`src/rtl/priv_gate_pkg.sv`:
```
package priv_gate_pkg;
  typedef enum logic [1:0] {
    PL_USER  = 2'd0,
    PL_SUPER = 2'd1,
    PL_HYPER = 2'd2,
    PL_MACH  = 2'd3
  } priv_lvl_e;
endpackage

```
`src/rtl/priv_mask_reg.sv`:
```
module priv_mask_reg
  import priv_gate_pkg::*;
#(
  parameter int unsigned FLAG_W    = 12,
  parameter int unsigned BIT_S     = 0,
  parameter int unsigned BIT_H     = 1,
  parameter int unsigned BIT_M     = 2,
  parameter logic [FLAG_W-1:0] BASE_MASK = '0,
  parameter logic [FLAG_W-1:0] BASE_VAL  = '0
) (
  input  logic              clk,
  input  logic              rst_n,
  input  logic              upd_i,
  input  priv_lvl_e         lvl_i,
  output logic [FLAG_W-1:0] mask_o,
  output logic [FLAG_W-1:0] val_o
);
  localparam logic [FLAG_W-1:0] PRIV_MSK =
    (FLAG_W'(1) << BIT_S) | (FLAG_W'(1) << BIT_H) | (FLAG_W'(1) << BIT_M);
  localparam logic [FLAG_W-1:0] MASK_BASE = BASE_MASK & ~PRIV_MSK;
  localparam logic [FLAG_W-1:0] VAL_BASE  = BASE_VAL & ~PRIV_MSK;

  logic [FLAG_W-1:0] mask_q, mask_d;
  logic [FLAG_W-1:0] val_q, val_d;
  logic [FLAG_W-1:0] allowed;

  always_comb begin
    allowed = '0;
    if (lvl_i >= PL_SUPER) allowed[BIT_S] = 1'b1;
    if (lvl_i >= PL_HYPER) allowed[BIT_H] = 1'b1;
    if (lvl_i >= PL_MACH)  allowed[BIT_M] = 1'b1;
    mask_d = mask_q;
    val_d  = val_q;
    if (upd_i) begin
      mask_d = MASK_BASE | (PRIV_MSK & ~allowed);
      val_d  = VAL_BASE;
    end
  end

  always_ff @(posedge clk or negedge rst_n) begin
    if (!rst_n) begin
      mask_q <= MASK_BASE;
      val_q  <= VAL_BASE;
    end else begin
      mask_q <= mask_d;
      val_q  <= val_d;
    end
  end

  assign mask_o = mask_q;
  assign val_o  = val_q;

  p_hold_no_strobe_r9: assert property (@(posedge clk) disable iff (!rst_n)
    !$past(upd_i) |-> ($stable(mask_q) && $stable(val_q)));
  p_user_all_closed_r2: assert property (@(posedge clk) disable iff (!rst_n)
    ($past(upd_i) && $past(lvl_i) == PL_USER) |-> ((mask_q & PRIV_MSK) == PRIV_MSK));
  p_mach_all_open_r5: assert property (@(posedge clk) disable iff (!rst_n)
    ($past(upd_i) && $past(lvl_i) == PL_MACH) |-> ((mask_q & PRIV_MSK) == '0));
endmodule

```
`config.mk`:
```
export PLATFORM = sky130hd
export DESIGN_NAME = priv_mask_reg
export DESIGN_NICKNAME = d
export VERILOG_FILES = /design/src/rtl/priv_gate_pkg.sv /design/src/rtl/priv_mask_reg.sv
export SDC_FILE = /design/constraint.sdc
export NUM_CORES = 1
export LEC_CHECK = 0
export ABC_AREA = 1
export BUFFER_PORTS_ARGS = -buffer_cell sky130_fd_sc_hd__buf_2
export CORE_AREA = 2 2 39 41
export DETAILED_ROUTE_END_ITERATION = 10
export DIE_AREA = 0 0 41 43
export SETUP_SLACK_MARGIN = 0.4
export SLEW_MARGIN = 40
export SYNTH_ARGS = -nofsm -noshare
export SYNTH_HDL_FRONTEND = slang
export SYNTH_SLANG_ARGS = --single-unit
```
`constraint.sdc`:
```
create_clock -name clk -period 0.8 [get_ports clk]
set_input_delay 0.08 -clock clk [delete_from_list [all_inputs] [get_ports clk]]
set_output_delay 0.08 -clock clk [all_outputs]
set_load 0.02 [all_outputs]
```
==> key figures <==
Run status
  • Status: complete, but fails checks
  • Failing checks: negative setup slack

Drt
  • DRT Wirelength: 392 um
  • Avg Vias per Cell: just under 3
  • Post-DR wirelength/cell: approximately 6.1 um
  • Router iterations before antenna repair: 1
  • 1st-iter DRT viols: 0
  • Post-DRT Antenna Nets: 0
  • DRC Markers: 0
  • Via count: between 150 and 200

Setup path
  • Endpoint class of the critical path: output port
  • CP max stage cell: dfrtp_2
  • Startpoint types: flip-flop
  • Max stage delay on crit path: ~400 ps
  • CP arrival: 760 ps
  • CP max FO: 2
  • Critical path buffer and inverter count: 1
  • CP cell instances: buf_6
  • Cell family with most CP delay: flip-flops
  • Data required, critical path: 720 ps
  • WS Path Type: reg2out

STA
  • Clock Skew: 0 ps
  • Final setup fails: 3
  • Final hold violations: 0
  • Setup total negative slack: -108.8 ps
  • Final slew viol count: 0
  • Period utilization: 1.047
  • RSZ-0062 raised after global routing: true
  • Setup slack after layout: -37.99 ps
  • Fin Hold WS: 52.58 ps
  • F_max: ~1200 MHz
  • Post-route minimum period: 838.0 ps

Synthesis
  • Ys Warns: 0
  • Number of distinct library cells after synthesis: 7
  • Syn Inst Count: 36
  • Ranking of synthesized cells by area: buf_4 (56%), dfrtp_1 (27%), nand2_1 (11%)
  • Mean area per synthesized cell: 7.855 sq um
  • Register area share after synthesis: 0.2655
  • Synthesized area: approximately 280 sq um
  • Synth area leader: buf_4
  • #FFs+latches synth: 3
  • Share of the synthesized area in the top cell type: 0.5575

Layout
  • Design area: ~320 sq um
  • Area delta synth->final: 14.60%
  • Inserted Diodes: 0
  • Final cell count without fillers: 64
  • Fin util: 0.2342
  • Layout cells sized above 1: 0.3542
  • Max reg flops: 3
  • Layout Nets: 54

Placed design
  • Dpl cell area: roughly 260 sq um
  • Port Buffer Count: 7
  • Placed Cells: 58
  • Placer Congestion: 0.5158
  • Pre-CTS WS: 189.4 ps

Power
  • Max VDD drop: around 0.00032 V
  • Pleak: 0.1899 nW
  • PD cells: between 1500 and 2000 nW/um^2
  • Overall Power: ~0.62 mW

Floorplan
  • IO Pins: 29
  • Chip Width: roughly 41 um
  • Vertical die dimension: between 40 and 50 um
  • DIE AREA: roughly 1800 sq um
  • Initial Util: 0.2043
  • Core region area: between 1000 and 1500 sq um
  • Row cnt: 14

Global route
  • Largest net degree at the start of global routing: 5
  • Vias in the first global route: between 100 and 150
  • GRT Total Usage: 0.05216
  • Antenna violations before repair: 0
  • Remaining Overflow, GRT: 0
  • First-pass GRT wire length: 455 um

CTS
  • Worst-Skew Late Latency: 230 ps
  • CTS tree: done
  • Max Root-Sink Buffers: 2
  • H-tree depth: 1
  • Worst-path clk slew: 40 ps
  • Clock Tree Root: clkbuf_4
  • Clock sinks: 3
  • CTS buffer count: 3

Flow run
  • Total of max-cap violations: 0

Hold path
  • Worst Hold Class: in2reg
==> path summary, 6_finish.rpt <==
check                      cells after the start  startpoint  slack, ps         to
min reg2reg                                    2   mask_o[0]        490  mask_o[0]
max                                            1   mask_o[2]        -40  mask_o[2]
min in group asynchronous                      2       rst_n        170  mask_o[2]
min                                            2    lvl_i[1]         50  mask_o[1]
max in group asynchronous                      2       rst_n        510  mask_o[0]
max reg2reg                                    3   mask_o[2]         70  mask_o[2]
==> power by group <==
part	total [mW]	switching, mW	leakage, nW	internal, mW
combinational	0.180	0.131	0.142	0.0490
clock	0.265	0.0781	0.0150	0.187
sequential	0.177	0.00851	0.0332	0.168
total	0.622	0.218	0.190	0.404
==> per-layer routing <==
metal | up-vias | global-route usage | wire [um]
met5 | - | 0 | 0
met4 | 0 | 0.1400 | 27
met3 | 2 | 0.02094 | 64
met2 | 17 | 0.04375 | 174
met1 | 77 | 0.04167 | 126
li1 | 89 | - | -
==> synthesized netlist by cell type <==
cell and n:
dfrtp_1 3, nand2_1 8, conb_1 1, inv_2 1
buf_4 21, o21ai_2 1, nor2_1 1
==> cell usage in the layout (no fill, tap or decap) <==
cell	netlist	layout
conb_1	1	21
nand2_1	8	7
buf_2	0	4
clkbuf_4	0	3
dfrtp_2	0	3
buf_6	0	3
nor2_1	1	1
inv_2	1	1
o21ai_2	1	1
nand2_2	0	1
clkbuf_1	0	1
dlygate4sd3_1	0	1
buf_4	21	1
==> final cells by class <==
cell class / instances / area (sq um)
clock buffer: 4 / 26.28
fill: 157 / 1060
inverter: 1 / 3.754
multi-input combinational: 31 / 123.9
sequential: 3 / 78.83
tap: 16 / 20.02
timing repair buffer: 9 / 71.32
==> timing repair <==
item                                   CTS  global route
hold buffers                             1             0
pin swaps                                0             1
gates resized for setup                  6             1
buffers inserted                         0             1
endpoints found under the hold margin    3             0
setup endpoints to repair                6             6
==> logic make-up after synthesis <==
family,count (synthesis),synth area share
compound gates,1,0.03098
buf+inv,22,0.5708
flops,3,0.2655
other cells,1,0.01326
simple gates,9,0.1195
Power figures use the tool's default switching activity.
